$ cat src/rtl/irqc_pkg.sv
package irqc_pkg;
  localparam int unsigned NSRC   = 16;
  localparam int unsigned NBYTES = NSRC / 8;
  localparam int unsigned IDX_W  = $clog2(NSRC);

  typedef enum logic [1:0] {
    SEL_EN_LO = 2'd0,
    SEL_EN_HI = 2'd1,
    SEL_LT_LO = 2'd2,
    SEL_LT_HI = 2'd3
  } reg_sel_e;
endpackage

$ cat src/rtl/irqc_enable_regs.sv
module irqc_enable_regs
  import irqc_pkg::*;
(
  input  logic            clk,
  input  logic            rst_n,
  input  logic            wr_lo,
  input  logic            wr_hi,
  input  logic [7:0]      wdata,
  input  logic            accept,
  input  logic            reti,
  input  logic            reti_ime,
  output logic [NSRC-1:0] en_word
);
  logic [NSRC-1:1] en_q;
  logic            ime_q;
  logic            ime_n;

  // priority: acceptance, then return, then software
  always_comb begin
    if (accept)     ime_n = 1'b0;
    else if (reti)  ime_n = reti_ime;
    else if (wr_lo) ime_n = wdata[0];
    else            ime_n = ime_q;
  end

  always_ff @(posedge clk or negedge rst_n) begin
    if (!rst_n) begin
      en_q  <= '0;
      ime_q <= 1'b0;
    end else begin
      ime_q <= ime_n;
      if (wr_lo) en_q[7:1]  <= wdata[7:1];
      if (wr_hi) en_q[15:8] <= wdata;
    end
  end

  assign en_word = {en_q, ime_q};

  assert_ime_off_after_accept_R10: assert property (@(posedge clk) disable iff (!rst_n)
    accept |=> !en_word[0]);

  assert_reti_restores_R11: assert property (@(posedge clk) disable iff (!rst_n)
    (reti && !accept) |=> (en_word[0] == $past(reti_ime)));
endmodule

$ cat src/rtl/irqc_latches.sv
module irqc_latches
  import irqc_pkg::*;
#(
  parameter logic [NSRC-1:0] PROT_MASK = 16'h000C
) (
  input  logic              clk,
  input  logic              rst_n,
  input  logic [NSRC-1:0]   src,
  input  logic [NBYTES-1:0] wr_byte,
  input  logic [7:0]        wdata,
  input  logic [NSRC-1:0]   acc_clr,
  output logic [NSRC-1:0]   latch
);
  logic [NSRC-1:0] src_q;
  logic [NSRC-1:0] rise;
  logic [NSRC-1:0] sw_raw;
  logic [NSRC-1:0] sw_clr;

  assign rise = src & ~src_q;

  for (genvar b = 0; b < NBYTES; b++) begin : g_byte
    assign sw_raw[b*8 +: 8] = {8{wr_byte[b]}} & ~wdata;
  end

  assign sw_clr = sw_raw & ~PROT_MASK;

  always_ff @(posedge clk or negedge rst_n) begin
    if (!rst_n) begin
      src_q <= '0;
      latch <= '0;
    end else begin
      src_q <= src;
      latch <= (latch & ~sw_clr & ~acc_clr) | rise;
    end
  end

  assert_no_sw_set_R4: assert property (@(posedge clk) disable iff (!rst_n)
    1'b1 |=> ((latch & ~$past(latch) & ~$past(rise)) == '0));

  assert_protected_kept_R5: assert property (@(posedge clk) disable iff (!rst_n)
    1'b1 |=> (($past(latch) & PROT_MASK & ~$past(acc_clr) & ~latch) == '0));

  assert_edge_wins_R6: assert property (@(posedge clk) disable iff (!rst_n)
    1'b1 |=> (($past(rise) & ~latch) == '0));
endmodule

$ cat src/rtl/irqc_arbiter.sv
module irqc_arbiter
  import irqc_pkg::*;
#(
  parameter int unsigned N_NMI = 4
) (
  input  logic             clk,
  input  logic             rst_n,
  input  logic [NSRC-1:0]  latch,
  input  logic [NSRC-1:0]  en_word,
  output logic             valid,
  output logic [IDX_W-1:0] vector,
  output logic [NSRC-1:0]  grant
);
  logic [NSRC-1:0] allow;
  logic [NSRC-1:0] cand;

  for (genvar i = 0; i < NSRC; i++) begin : g_allow
    if (i < N_NMI) begin : g_nmi
      assign allow[i] = 1'b1;
    end else begin : g_mask
      assign allow[i] = en_word[0] & en_word[i];
    end
  end

  assign cand  = latch & allow;
  assign valid = |cand;
  assign grant = cand & (~cand + {{(NSRC-1){1'b0}}, 1'b1});

  always_comb begin
    vector = '0;
    for (int i = NSRC - 1; i >= 0; i--) begin
      if (cand[i]) vector = IDX_W'(i);
    end
  end

  assert_grant_onehot_R9: assert property (@(posedge clk) disable iff (!rst_n)
    $onehot0(grant) && (valid == (grant != '0)));

  assert_masked_needs_ime_R7: assert property (@(posedge clk) disable iff (!rst_n)
    (valid && (32'(vector) >= N_NMI)) |-> (en_word[0] && latch[vector]));
endmodule

$ cat src/rtl/irq_latch_ctrl.sv
module irq_latch_ctrl
  import irqc_pkg::*;
#(
  parameter int unsigned     ADDR_W    = 8,
  parameter logic [ADDR_W-1:0] BASE_ADDR = 'h3A,
  parameter int unsigned     N_NMI     = 4,
  parameter logic [NSRC-1:0] PROT_MASK = 16'h000C
) (
  input  logic              clk,
  input  logic              rst_n,
  input  logic [NSRC-1:0]   src_req,
  input  logic [ADDR_W-1:0] reg_addr,
  input  logic              reg_we,
  input  logic [7:0]        reg_wdata,
  output logic [7:0]        reg_rdata,
  output logic              irq_valid,
  input  logic              irq_ready,
  output logic [IDX_W-1:0]  irq_vector,
  output logic              irq_saved_ime,
  input  logic              reti_pulse,
  input  logic              reti_ime
);
  localparam int unsigned NREG = 2 * NBYTES;

  logic [ADDR_W-1:0] off;
  logic              hit;
  reg_sel_e          sel;
  logic [NSRC-1:0]   en_word;
  logic [NSRC-1:0]   latch;
  logic [NSRC-1:0]   grant;
  logic [NSRC-1:0]   acc_clr;
  logic              accept;
  logic              wr_en_lo, wr_en_hi;
  logic [NBYTES-1:0] wr_lt;

  assign off = reg_addr - BASE_ADDR;
  assign hit = (off < ADDR_W'(NREG));
  assign sel = reg_sel_e'(off[1:0]);

  assign wr_en_lo = reg_we & hit & (sel == SEL_EN_LO);
  assign wr_en_hi = reg_we & hit & (sel == SEL_EN_HI);
  assign wr_lt    = {reg_we & hit & (sel == SEL_LT_HI),
                     reg_we & hit & (sel == SEL_LT_LO)};

  assign accept  = irq_valid & irq_ready;
  assign acc_clr = accept ? grant : '0;

  irqc_enable_regs u_en (
    .clk      (clk),
    .rst_n    (rst_n),
    .wr_lo    (wr_en_lo),
    .wr_hi    (wr_en_hi),
    .wdata    (reg_wdata),
    .accept   (accept),
    .reti     (reti_pulse),
    .reti_ime (reti_ime),
    .en_word  (en_word)
  );

  irqc_latches #(.PROT_MASK(PROT_MASK)) u_lt (
    .clk     (clk),
    .rst_n   (rst_n),
    .src     (src_req),
    .wr_byte (wr_lt),
    .wdata   (reg_wdata),
    .acc_clr (acc_clr),
    .latch   (latch)
  );

  irqc_arbiter #(.N_NMI(N_NMI)) u_arb (
    .clk     (clk),
    .rst_n   (rst_n),
    .latch   (latch),
    .en_word (en_word),
    .valid   (irq_valid),
    .vector  (irq_vector),
    .grant   (grant)
  );

  assign irq_saved_ime = en_word[0];

  always_comb begin
    reg_rdata = 8'h00;
    if (hit) begin
      unique case (sel)
        SEL_EN_LO: reg_rdata = en_word[7:0];
        SEL_EN_HI: reg_rdata = en_word[15:8];
        SEL_LT_LO: reg_rdata = latch[7:0];
        SEL_LT_HI: reg_rdata = latch[15:8];
      endcase
    end
  end

  assert_accept_clears_latch_R10: assert property (@(posedge clk) disable iff (!rst_n)
    accept |=> !latch[$past(irq_vector)] || $past(src_req[irq_vector]));
endmodule

$ cat config.mk
export PLATFORM = sky130hd
export DESIGN_NAME = irq_latch_ctrl
export DESIGN_NICKNAME = d
export VERILOG_FILES = /design/src/rtl/irqc_pkg.sv /design/src/rtl/irqc_enable_regs.sv /design/src/rtl/irqc_latches.sv /design/src/rtl/irqc_arbiter.sv /design/src/rtl/irq_latch_ctrl.sv
export SDC_FILE = /design/constraint.sdc
export NUM_CORES = 1
export LEC_CHECK = 0
export BUFFER_PORTS_ARGS = -buffer_cell sky130_fd_sc_hd__buf_4
export CORE_MARGIN = 2
export CORE_UTILIZATION = 58
export CTS_BUF_LIST = sky130_fd_sc_hd__clkbuf_2
export DETAILED_ROUTE_END_ITERATION = 16
export GPL_TIMING_DRIVEN = 0
export PLACE_DENSITY_LB_ADDON = 0.05
export SETUP_SLACK_MARGIN = 0.3
export SYNTH_ARGS = -nofsm -noshare
export SYNTH_HDL_FRONTEND = slang
export SYNTH_HIERARCHICAL = 1
export SYNTH_SLANG_ARGS = --single-unit
$ cat constraint.sdc
create_clock -name clk -period 2.45 [get_ports clk]
set_input_delay 0.49 -clock clk [delete_from_list [all_inputs] [get_ports clk]]
set_output_delay 0.49 -clock clk [all_outputs]
set_load 0.05 [all_outputs]
# Yosys cells after proc, flatten, opt, wreduce, memory -nomap -nowiden
# Cells that the tools add are included.
# classes
add_sub_neg	2
mul	0
div_mod_pow	0
n_lt_le_gt_ge	1
n_eq_ne	3
shift	0
n_mux	22
bitwise_logic	31
n_reduce_logical	3
# ops
op	count
bitwise AND 16 bit	5
2-to-1 mux 4 bit	16
inverter 16 bit	4
case mux 8 bit (4 select lines)	1
bitwise AND 1 bit	18
adder 16 x 1 -> 16 bit (second input constant)	1
bitwise AND 8 bit	2
2-to-1 mux 16 bit	1
OR 16 bit	1
OR reduction 16 bit	1
less-than comparator 8 x 3 -> 1 bit (second input constant)	1
2-to-1 mux 8 bit	1
inverter 8 bit	1
subtractor 8 x 6 -> 8 bit (second input constant)	1
== test 2 bit (second input constant)	2
2-to-1 mux 1 bit	3
nonzero test 3 bit	1
== test 2 x 1 -> 1 bit (second input constant)	1
logical NOT 2 bit	1
# word_totals
ff_bits	48
latch_bits	0
ramBits	0
mem_bits_ro	0
in_bits	38
elab_cells	67
mem_count	0

# Depth between registers and ports, before layout
# Gate-level depths: netlist (run 1).
# depth
ltp_word	18
depth_mapped	9
mapped_depth_nobuf	7

# Hierarchy
# Netlist (run 1), hierarchy kept.
# by_module_without_submodules
module	instances	cells_per_inst	area_per_inst_um2	seq_area_each_um2
irqc_latches	1	94	1241.2	800.8
irqc_enable_regs	1	38	625.6	400.4
irq_latch_ctrl	1	57	503.0	0.0
irqc_arbiter	1	70	427.9	0.0

# Worst setup path after synthesis (run 1)
# Ideal clock, no wire load.
# synth_timing
path_type	input-to-output
from	in reg_addr[1]
to	out reg_rdata[1]
arrival_time_ns	2.520
t_required_ns	1.960
slack_ns	-0.560
cell_stages	7
n_path_buf	2
path_cell_list	buf_6 > inv_1 > ha_1 > nor2b_1 > o21ai_0 > buf_2 > nor3b_1
# synth_via
elab_chain_len	4
elab_cells_between_ends	8
cone_classes	add/sub (1); order compare (1); eq/ne (3); mux (2); reduce/logical (1)
# synth_rtl
element	line_no	source
start: declaration	irq_latch_ctrl.sv:12	input logic [ADDR_W-1:0] reg_addr,
subtractor 8 x 6 -> 8 bit *	irq_latch_ctrl.sv:36	assign off = reg_addr - BASE_ADDR;
parallel branches: the longest is 2 deep, another holds less-than comparator 8 x 3 -> 1 bit	-	
2-to-1 mux 8 bit *	irq_latch_ctrl.sv:84	if (hit) begin
end: declaration	irq_latch_ctrl.sv:15	output logic [7:0] reg_rdata,
# Every way passes the cells marked *.

# Worst setup path after layout (run 1)
# layout_timing
from	reg u_en.ime_q
to	out irq_vector[0]
# layout_via
elab_chain_len	18
elab_cells_between_ends	29
cone_classes	mux (16); bitwise (13)
# layout_rtl
element	line_no	source
start: declaration	irqc_enable_regs.sv:15	logic ime_q;
start signal: assignment	irqc_enable_regs.sv:31	ime_q <= ime_n;
bitwise AND 1 bit	irqc_arbiter.sv:21	assign allow[i] = en_word[0] & en_word[i];
bitwise AND 16 bit *	irqc_arbiter.sv:25	assign cand = latch & allow;
2-to-1 mux 4 bit (11 in a row)	irqc_arbiter.sv:32	if (cand[i]) vector = IDX_W'(i);
2-to-1 mux 4 bit * (5 in a row)	irqc_arbiter.sv:32	
end: declaration	irq_latch_ctrl.sv:18	output logic [IDX_W-1:0] irq_vector,
# Mark *: on every way between the ends. The rest lies on a longest branch, timed or not.

==> results of run 1 <==
[worst paths after layout]
path                       slack (ps)                     from                       end  cells after the start
min reg2reg                       430  u_lt/src_q[3]$_DFF_PN0_   u_lt/latch[3]$_DFF_PN0_                      1
max in group asynchronous        1980                    rst_n  u_lt/latch[14]$_DFF_PN0_                      1
max reg2reg                       220  u_lt/latch[3]$_DFF_PN0_  u_lt/latch[13]$_DFF_PN0_                      7
min                                20                    rst_n  u_en/en_q[8]$_DFFE_PN0P_                      1
min in group clk                  150              src_req[12]  u_lt/src_q[12]$_DFF_PN0_                      1
max                               -70   u_en/ime_q$_DFFE_PN0P_             irq_vector[0]                      6
[area by class of cell]
cell class / count / area [µm²] / area share
buffer: 11 / 109 / 0.0269
clock buffer: 6 / 30.0 / 0.00742
clock inverter: 2 / 35.0 / 0.00866
inverter: 36 / 140 / 0.0346
multi-input combinational: 164 / 1670 / 0.414
sequential: 48 / 1210 / 0.298
tap: 54 / 67.6 / 0.0167
timing repair buffer: 89 / 782 / 0.193
[kinds of logic (layout without fill, tap and decap cells)]
logic type               after synthesis  in the layout
AO/OA/AOI/OAI                         37             37
adder cells (fa/ha/maj)                1              1
buffers and inverters                 47            144
flip-flops                            48             48
multiplexers                          24             24
AND/OR/NAND/NOR                      102            102
[where the power goes]
part	switching (mW)	total [mW]	leakage [nW]	internal, mW
Combinational	0.252	0.503	1.33	0.251
Clock	0.250	0.425	0.0430	0.175
Sequential	0.0410	0.879	0.549	0.838
[sequential cells by signal (all words and copies together), names as in the netlist]
register / count
u_lt/latch: 16
u_lt/src_q: 16
u_en/en_q: 15
u_en/ime_q: 1
[synth_stat cells (3+ instances only)]
cell type,number,area (µm²)
nand2_1,16,60.1
nor2b_1,18,113
mux4_2,7,158
a22o_1,4,35.0
buf_2,4,20.0
nand3_1,9,45.0
nor3b_1,8,60.1
nor4_1,4,25.0
inv_1,36,135
o21ai_0,3,15.0
o32ai_2,13,211
a21oi_1,3,15.0
and3_1,18,113
nor2_1,10,37.5
mux2_2,15,169
nor3_1,7,35.0
dfrtp_1,48,1200
[per-stage QoR]
| stage | setup TNS, ps | setup WS, ps | area, µm² | power [mW] | hold WS, ps |
|---|---|---|---|---|---|
| detailed placement | -5220 | -565 | 3400 | 1.26 | 414 |
| finish | -168 | -65.7 | 4050 | 1.81 | 21.6 |
| CTS | -51.9 | -24.0 | 3930 | 1.77 | 31.8 |
| floorplan | 0 | 170 | 2950 | 1.13 | 194 |
| global route | -613 | -141 | 4050 | 1.88 | 35.7 |
| global placement | -5180 | -545 | 3400 | 1.25 | 406 |
[metal layers]
layer,GRT usage,vias to the layer above,share of wire
li1,-,1125,-
met1,0.396,1265,0.40
met2,0.482,136,0.48
met3,0.0837,32,0.083
met4,0.145,0,0.037
met5,0,-,0
[timing repair]
item,in CTS,in global routing
setup buffers,30,8
pin swaps,11,5
gates cloned,1,0
setup endpoints to repair,28,26
resized for setup,60,16
==> impl_metrics.sql, run 1 <==
INSERT INTO impl_metrics (metric_group, metric, value, unit) VALUES
('run_status', 'run_status', 'complete, but fails checks', ''),
('run_status', 'failed_checks', 'negative setup slack', ''),
('synth', 'synth-edff-count', '0', ''),
('synth', 'synthesis.yosys.warnings', '6', ''),
('synth', 'area_fraction_in_and_or_nand_and_nor_cells_after_synthesis', '0.217', ''),
('power_and_ir_drop', 'vdd_drop_max', '0.462', 'mV'),
('timing', 'post-route-worst-setup-slack', '-65.7', 'ps'),
('global_route', 'grt_first_pass_wirelength', '12.0', 'mm'),
('synth', 'synth_top_family_by_area', 'simple AND/OR/NAND/NOR gates', ''),
('clocking', 'cts-hold-fix-buffers', '0', ''),
('clocking', 'clock_insertion_delay_worst_skew', '430', 'ps'),
('critical_path', 'worstPathBufferInverterCount', '3', ''),
('global_route', 'overall_track_demand_over_capacity_in_global_routing', '0.308', ''),
('floorplanning', 'std_cell_rows', '25', ''),
('routing', 'routed_wirelength', '8.28', 'mm'),
('critical_path', 'endpoint_kind', 'output port', ''),
('routing', 'detail-route-antenna-nets', '0', ''),
('layout', 'num-fill-cells', '232', ''),
('layout', 'antenna_cells', '0', ''),
('timing', 'rsz_0062_raised_after_global_routing', 'yes', ''),
('timing', 'clock.fmax', '398', 'MHz'),
('routing', 'vias', '2558', ''),
('synth', 'syn_avg_cell_area', '10.8', 'µm²'),
('synth', 'synth_adder_area_share', '0.00447', ''),
('placed_design', 'port-buffer-count', '50', ''),
('timing', 'max_slew.worst_pin.slew', '889', 'ps'),
('critical_path', 'timing.critical_path.from_type', 'flip-flop', ''),
('timing', 'slew-limit-headroom', '0.403', ''),
('clocking', 'clkSlewWorstSetupHoldPaths', '240', 'ps'),
('clocking', 'clock_tree.root_cell', 'clkbuf_2', ''),
('critical_path', 'crit_path_frequent_cell', 'buf_6', ''),
('floorplanning', 'fp.coreArea', '0.00469', 'mm²'),
('clocking', 'cts_tree', 'done', ''),
('floorplanning', 'design.portCount', '52', ''),
('synth', 'yosysUniqueCellTypes', '47', ''),
('clocking', 'clock_path_buffers', '2', ''),
('synth', 'synthArstFlopShare', '1.00', ''),
('run', 'drv_cap', '0', ''),
('synth', 'dominantRegCellSynth', 'dfrtp_1', ''),
('critical_path', 'path_max_fanout', '6', ''),
('worst_hold_path', 'min-delay-path-class', 'in -> async', ''),
('critical_path', 'timing.critical_path.max_delay_family', 'compound AO/OA/AOI/OAI gates', ''),
('power_and_ir_drop', 'pwr_density_cell', '447', 'mW/mm²'),
('floorplanning', 'die_h', '73.5', 'µm'),
('global_route', 'maximum_number_of_pins_on_one_net_before_global_route_repair', '49', ''),
('synth', 'multiplexer_area_fraction_after_synthesis', '0.130', ''),
('timing', 'final-setup-viol-count', '3', ''),
('global_route', 'grt-ovfl-total', '0', ''),
('timing', 'final.setup_skew', '22.0', 'ps'),
('synth', 'syn_area', '0.00280', 'mm²'),
('clocking', 'htree_levels', '2', ''),
('synth', 'synth_fp_nets', '298', ''),
('floorplanning', 'start_util', '0.596', ''),
('global_route', 'first_global_vias', '2334', ''),
('timing', 'fin_crit', '2520', 'ps'),
('synth', 'syn-instance-count', '259', ''),
('timing', 'period_share', '1.03', ''),
('floorplanning', 'die_width', '73.5', 'µm'),
('critical_path', 'crit_path_max_cell_delay', '420', 'ps'),
('synth', 'sequential_fraction_of_the_synthesis_area', '0.429', ''),
('placed_design', 'dpl.cell_count', '363', ''),
('timing', 'slew_violations', '0', ''),
('synth', 'fraction_of_the_mapped_netlist_area_in_compound_gates', '0.146', ''),
('layout', 'final_common_cell', 'buf_4', ''),
('layout', 'layout.cells.most_common_list', 'buf_4 (62), dfrtp_1 (43), inv_1 (35)', ''),
('power_and_ir_drop', 'total_leakage_power', '1.92', 'nW'),
('critical_path', 'critical_path_arrival', '2030', 'ps'),
('clocking', 'cts_sinks', '48', ''),
('global_route', 'antenna_violations_before_repair', '0', ''),
('layout', 'instances_no_fill', '410', ''),
('layout', 'area.growth.synth_to_final', '44.6', '%');
Note: power is estimated with default switching activity, not from simulation.
==> inputs of run 2 (changes only) <==
--- a/config.mk
+++ b/config.mk
@@ -7,11 +7,10 @@
 export LEC_CHECK = 0
 export BUFFER_PORTS_ARGS = -buffer_cell sky130_fd_sc_hd__buf_4
 export CORE_MARGIN = 2
-export CORE_UTILIZATION = 58
+export CORE_UTILIZATION = 40
 export CTS_BUF_LIST = sky130_fd_sc_hd__clkbuf_2
 export DETAILED_ROUTE_END_ITERATION = 16
 export GPL_TIMING_DRIVEN = 0
-export PLACE_DENSITY_LB_ADDON = 0.05
 export SETUP_SLACK_MARGIN = 0.3
 export SYNTH_ARGS = -nofsm -noshare
 export SYNTH_HDL_FRONTEND = slang
==> run 2 against run 1 <==
Against the previous run:
- the run still ends with negative setup slack left
- combinational power decreased by 0.8%
- clock power increased by 1%
- cell count increased by 11%
- fmax decreased by 0.14%
- die area increased by 42%
- utilization decreased by 25 points
- design area increased by 3.4%
- count of clock-buffer cells in the layout unchanged
- critical path type unchanged
==> impl_metrics.sql, run 2 (synthesized netlist as in run 1, its figures left out) <==
INSERT INTO impl_metrics (metric_group, metric, value, unit) VALUES
('worst_hold_path', 'min-delay-path-class', 'in -> async', ''),
('critical_path', 'critical_path_arrival', '2030', 'ps'),
('clocking', 'cts_tree', 'done', ''),
('floorplanning', 'die_h', '87.6', 'µm'),
('layout', 'final_common_cell', 'buf_4', ''),
('clocking', 'htree_levels', '2', ''),
('timing', 'final_hold_viols', '0', ''),
('routing', 'routed_wirelength', '7.98', 'mm'),
('run_status', 'failed_checks', 'negative setup slack', ''),
('routing', 'detail-route-antenna-nets', '0', ''),
('clocking', 'cts_sinks', '48', ''),
('timing', 'final-setup-viol-count', '4', ''),
('layout', 'layout-drive-gt1-share', '0.564', ''),
('floorplanning', 'std_cell_rows', '30', ''),
('layout', 'largestRegisters', 'u_lt/latch: 16 flops, u_lt/src_q: 16 flops, u_en/en_q: 15 flops', ''),
('run_status', 'run_status', 'complete, but fails checks', ''),
('global_route', 'maximum_number_of_pins_on_one_net_before_global_route_repair', '49', ''),
('timing', 'max_slew.worst_pin.slew', '628', 'ps'),
('routing', 'vias', '2402', ''),
('clocking', 'clock_insertion_delay_worst_skew', '420', 'ps'),
('layout', 'instances_no_fill', '454', ''),
('global_route', 'grt-ovfl-total', '0', ''),
('layout', 'finalNetCount', '396', ''),
('critical_path', 'timing.critical_path.from_type', 'flip-flop', ''),
('layout', 'final_core_util', '0.616', ''),
('placed_design', 'place.detailed.hpwl', '5.31', 'mm'),
('timing', 'slew-limit-headroom', '0.581', ''),
('floorplanning', 'design.portCount', '52', ''),
('placed_design', 'preCtsSetupSlack', '-428', 'ps'),
('critical_path', 'path_max_fanout', '3', ''),
('routing', 'drt_drc_violations_left', '0', ''),
('global_route', 'grt_first_pass_wirelength', '12.5', 'mm'),
('placed_design', 'port-buffer-count', '50', ''),
('clocking', 'clkSlewWorstSetupHoldPaths', '240', 'ps'),
('routing', 'detailedRoute.firstPassIterationCount', '4', ''),
('layout', 'area.growth.synth_to_final', '49.6', '%'),
('critical_path', 'endpoint', 'irq_vector[3]', ''),
('timing', 'post-route-worst-setup-slack', '-69.3', 'ps'),
('critical_path', 'timing.critical_path.required', '1960', 'ps'),
('power_and_ir_drop', 'pwr_density_cell', '431', 'mW/mm²'),
('timing', 'slew_violations', '0', ''),
('floorplanning', 'start_util', '0.412', ''),
('clocking', 'numCtsBuffers', '5', ''),
('placed_design', 'dpl.cell_count', '406', ''),
('run', 'drv_cap', '0', ''),
('power_and_ir_drop', 'total_leakage_power', '1.95', 'nW'),
('floorplanning', 'die_width', '87.6', 'µm'),
('placed_design', 'globalplace.congestion', '0.927', ''),
('timing', 'rsz_0062_raised_after_global_routing', 'yes', ''),
('critical_path', 'critPathLaunch', 'u_lt/latch[3]$_DFF_PN0_', ''),
('timing', 'fin_crit', '2520', 'ps'),
('floorplanning', 'dieArea', '0.00768', 'mm²'),
('critical_path', 'endpoint_kind', 'output port', ''),
('critical_path', 'timing.reg2reg.setup_slack', '120', 'ps'),
('layout', 'num-fill-cells', '580', ''),
('layout', 'layout.cells.most_common_list', 'buf_4 (65), dfrtp_1 (45), inv_1 (35)', ''),
('layout', 'antenna_cells', '0', ''),
('critical_path', 'worstReg2RegStart', 'u_lt/latch[3]$_DFF_PN0_', ''),
('routing', 'drt_iter0_drc', '129', ''),
('global_route', 'first_global_vias', '2404', ''),
('floorplanning', 'fp.coreArea', '0.00679', 'mm²'),
('critical_path', 'timing_worst_setup_path_type', 'reg -> out', ''),
('routing', 'routed_via_density', '5.29', ''),
('timing', 'final.setup_skew', '19.7', 'ps'),
('power_and_ir_drop', 'vdd_drop_max', '0.289', 'mV'),
('clocking', 'clock_tree.root_cell', 'clkbuf_2', ''),
('clocking', 'clock_path_buffers', '2', ''),
('timing', 'clock.fmax', '397', 'MHz'),
('global_route', 'overall_track_demand_over_capacity_in_global_routing', '0.219', ''),
('timing', 'period_share', '1.03', ''),
('global_route', 'antenna_violations_before_repair', '0', ''),
('routing', 'routed_wire_length_per_instance', '17.6', 'µm'),
('critical_path', 'worst_reg2reg_path_length_in_cells', '8', ''),
('critical_path', 'worstReg2RegEnd', 'u_lt/latch[8]$_DFF_PN0_', '');
run 2: power breakdown:
group / total (mW) / switching, mW / leakage, nW / internal (mW)
clock: 0.430 / 0.255 / 0.0430 / 0.175
combinational: 0.499 / 0.250 / 1.35 / 0.249
sequential: 0.874 / 0.0369 / 0.550 / 0.838
run 2: layout make-up:
type / count / area (µm²) / area share
buffer: 11 / 123 / 0.0293
clock inverter: 2 / 35.0 / 0.00837
sequential: 48 / 1200 / 0.288
inverter: 36 / 140 / 0.0335
clock buffer: 6 / 30.0 / 0.00718
multi-input combinational: 164 / 1740 / 0.416
timing repair buffer: 91 / 790 / 0.189
tap: 96 / 120 / 0.0287
run 2: metrics by stage:
step / hold slack, ps / instance area (µm²) / TNS [ps] / power (mW)
floorplan: 194 / 2950 / 0 / 1.13
global placement: 407 / 3450 / -6830 / 1.26
detailed placement: 418 / 3450 / -4940 / 1.27
CTS: 37.1 / 4040 / -140 / 1.79
global route: 38.3 / 4180 / -674 / 1.90
finish: 32.1 / 4180 / -171 / 1.80
run 2: what timing repair did:
action,4_1_cts,5_1_grt
buffers inserted,31,8
hold buffers,0,0
resized for setup,66,21
endpoints found under the setup margin,28,26
gates cloned,1,0
pin swaps,10,10
run 2: worst max-delay path, cell delays in order (launching register included):
cell,delay (ps)
dfrtp_2,470
or4_4,570
a21oi_4,230
nand2_4,90
nor2_4,110
buf_8,150
run 2: worst min path at each step:
stage	end	slack [ps]	cells past startpoint	start
2_1_floorplan	u_en/en_q[10]$_DFFE_PN0P_	190	0	rst_n
3_3_place_gp	u_lt/latch[3]$_DFF_PN0_	410	1	u_lt/src_q[3]$_DFF_PN0_
3_5_place_dp	u_lt/latch[3]$_DFF_PN0_	420	1	u_lt/src_q[3]$_DFF_PN0_
4_1_cts	u_lt/src_q[4]$_DFF_PN0_	40	1	rst_n
5_1_grt	u_lt/src_q[4]$_DFF_PN0_	40	1	rst_n
6_report	u_lt/src_q[4]$_DFF_PN0_	30	1	rst_n
run 2: per-layer routing:
metal | global-route usage | up-vias | wire length (µm)
met5 | 0 | - | 0
met4 | 0.0755 | 0 | 199
met3 | 0.0471 | 15 | 413
met2 | 0.361 | 71 | 3900
met1 | 0.286 | 1191 | 3470
li1 | - | 1125 | -
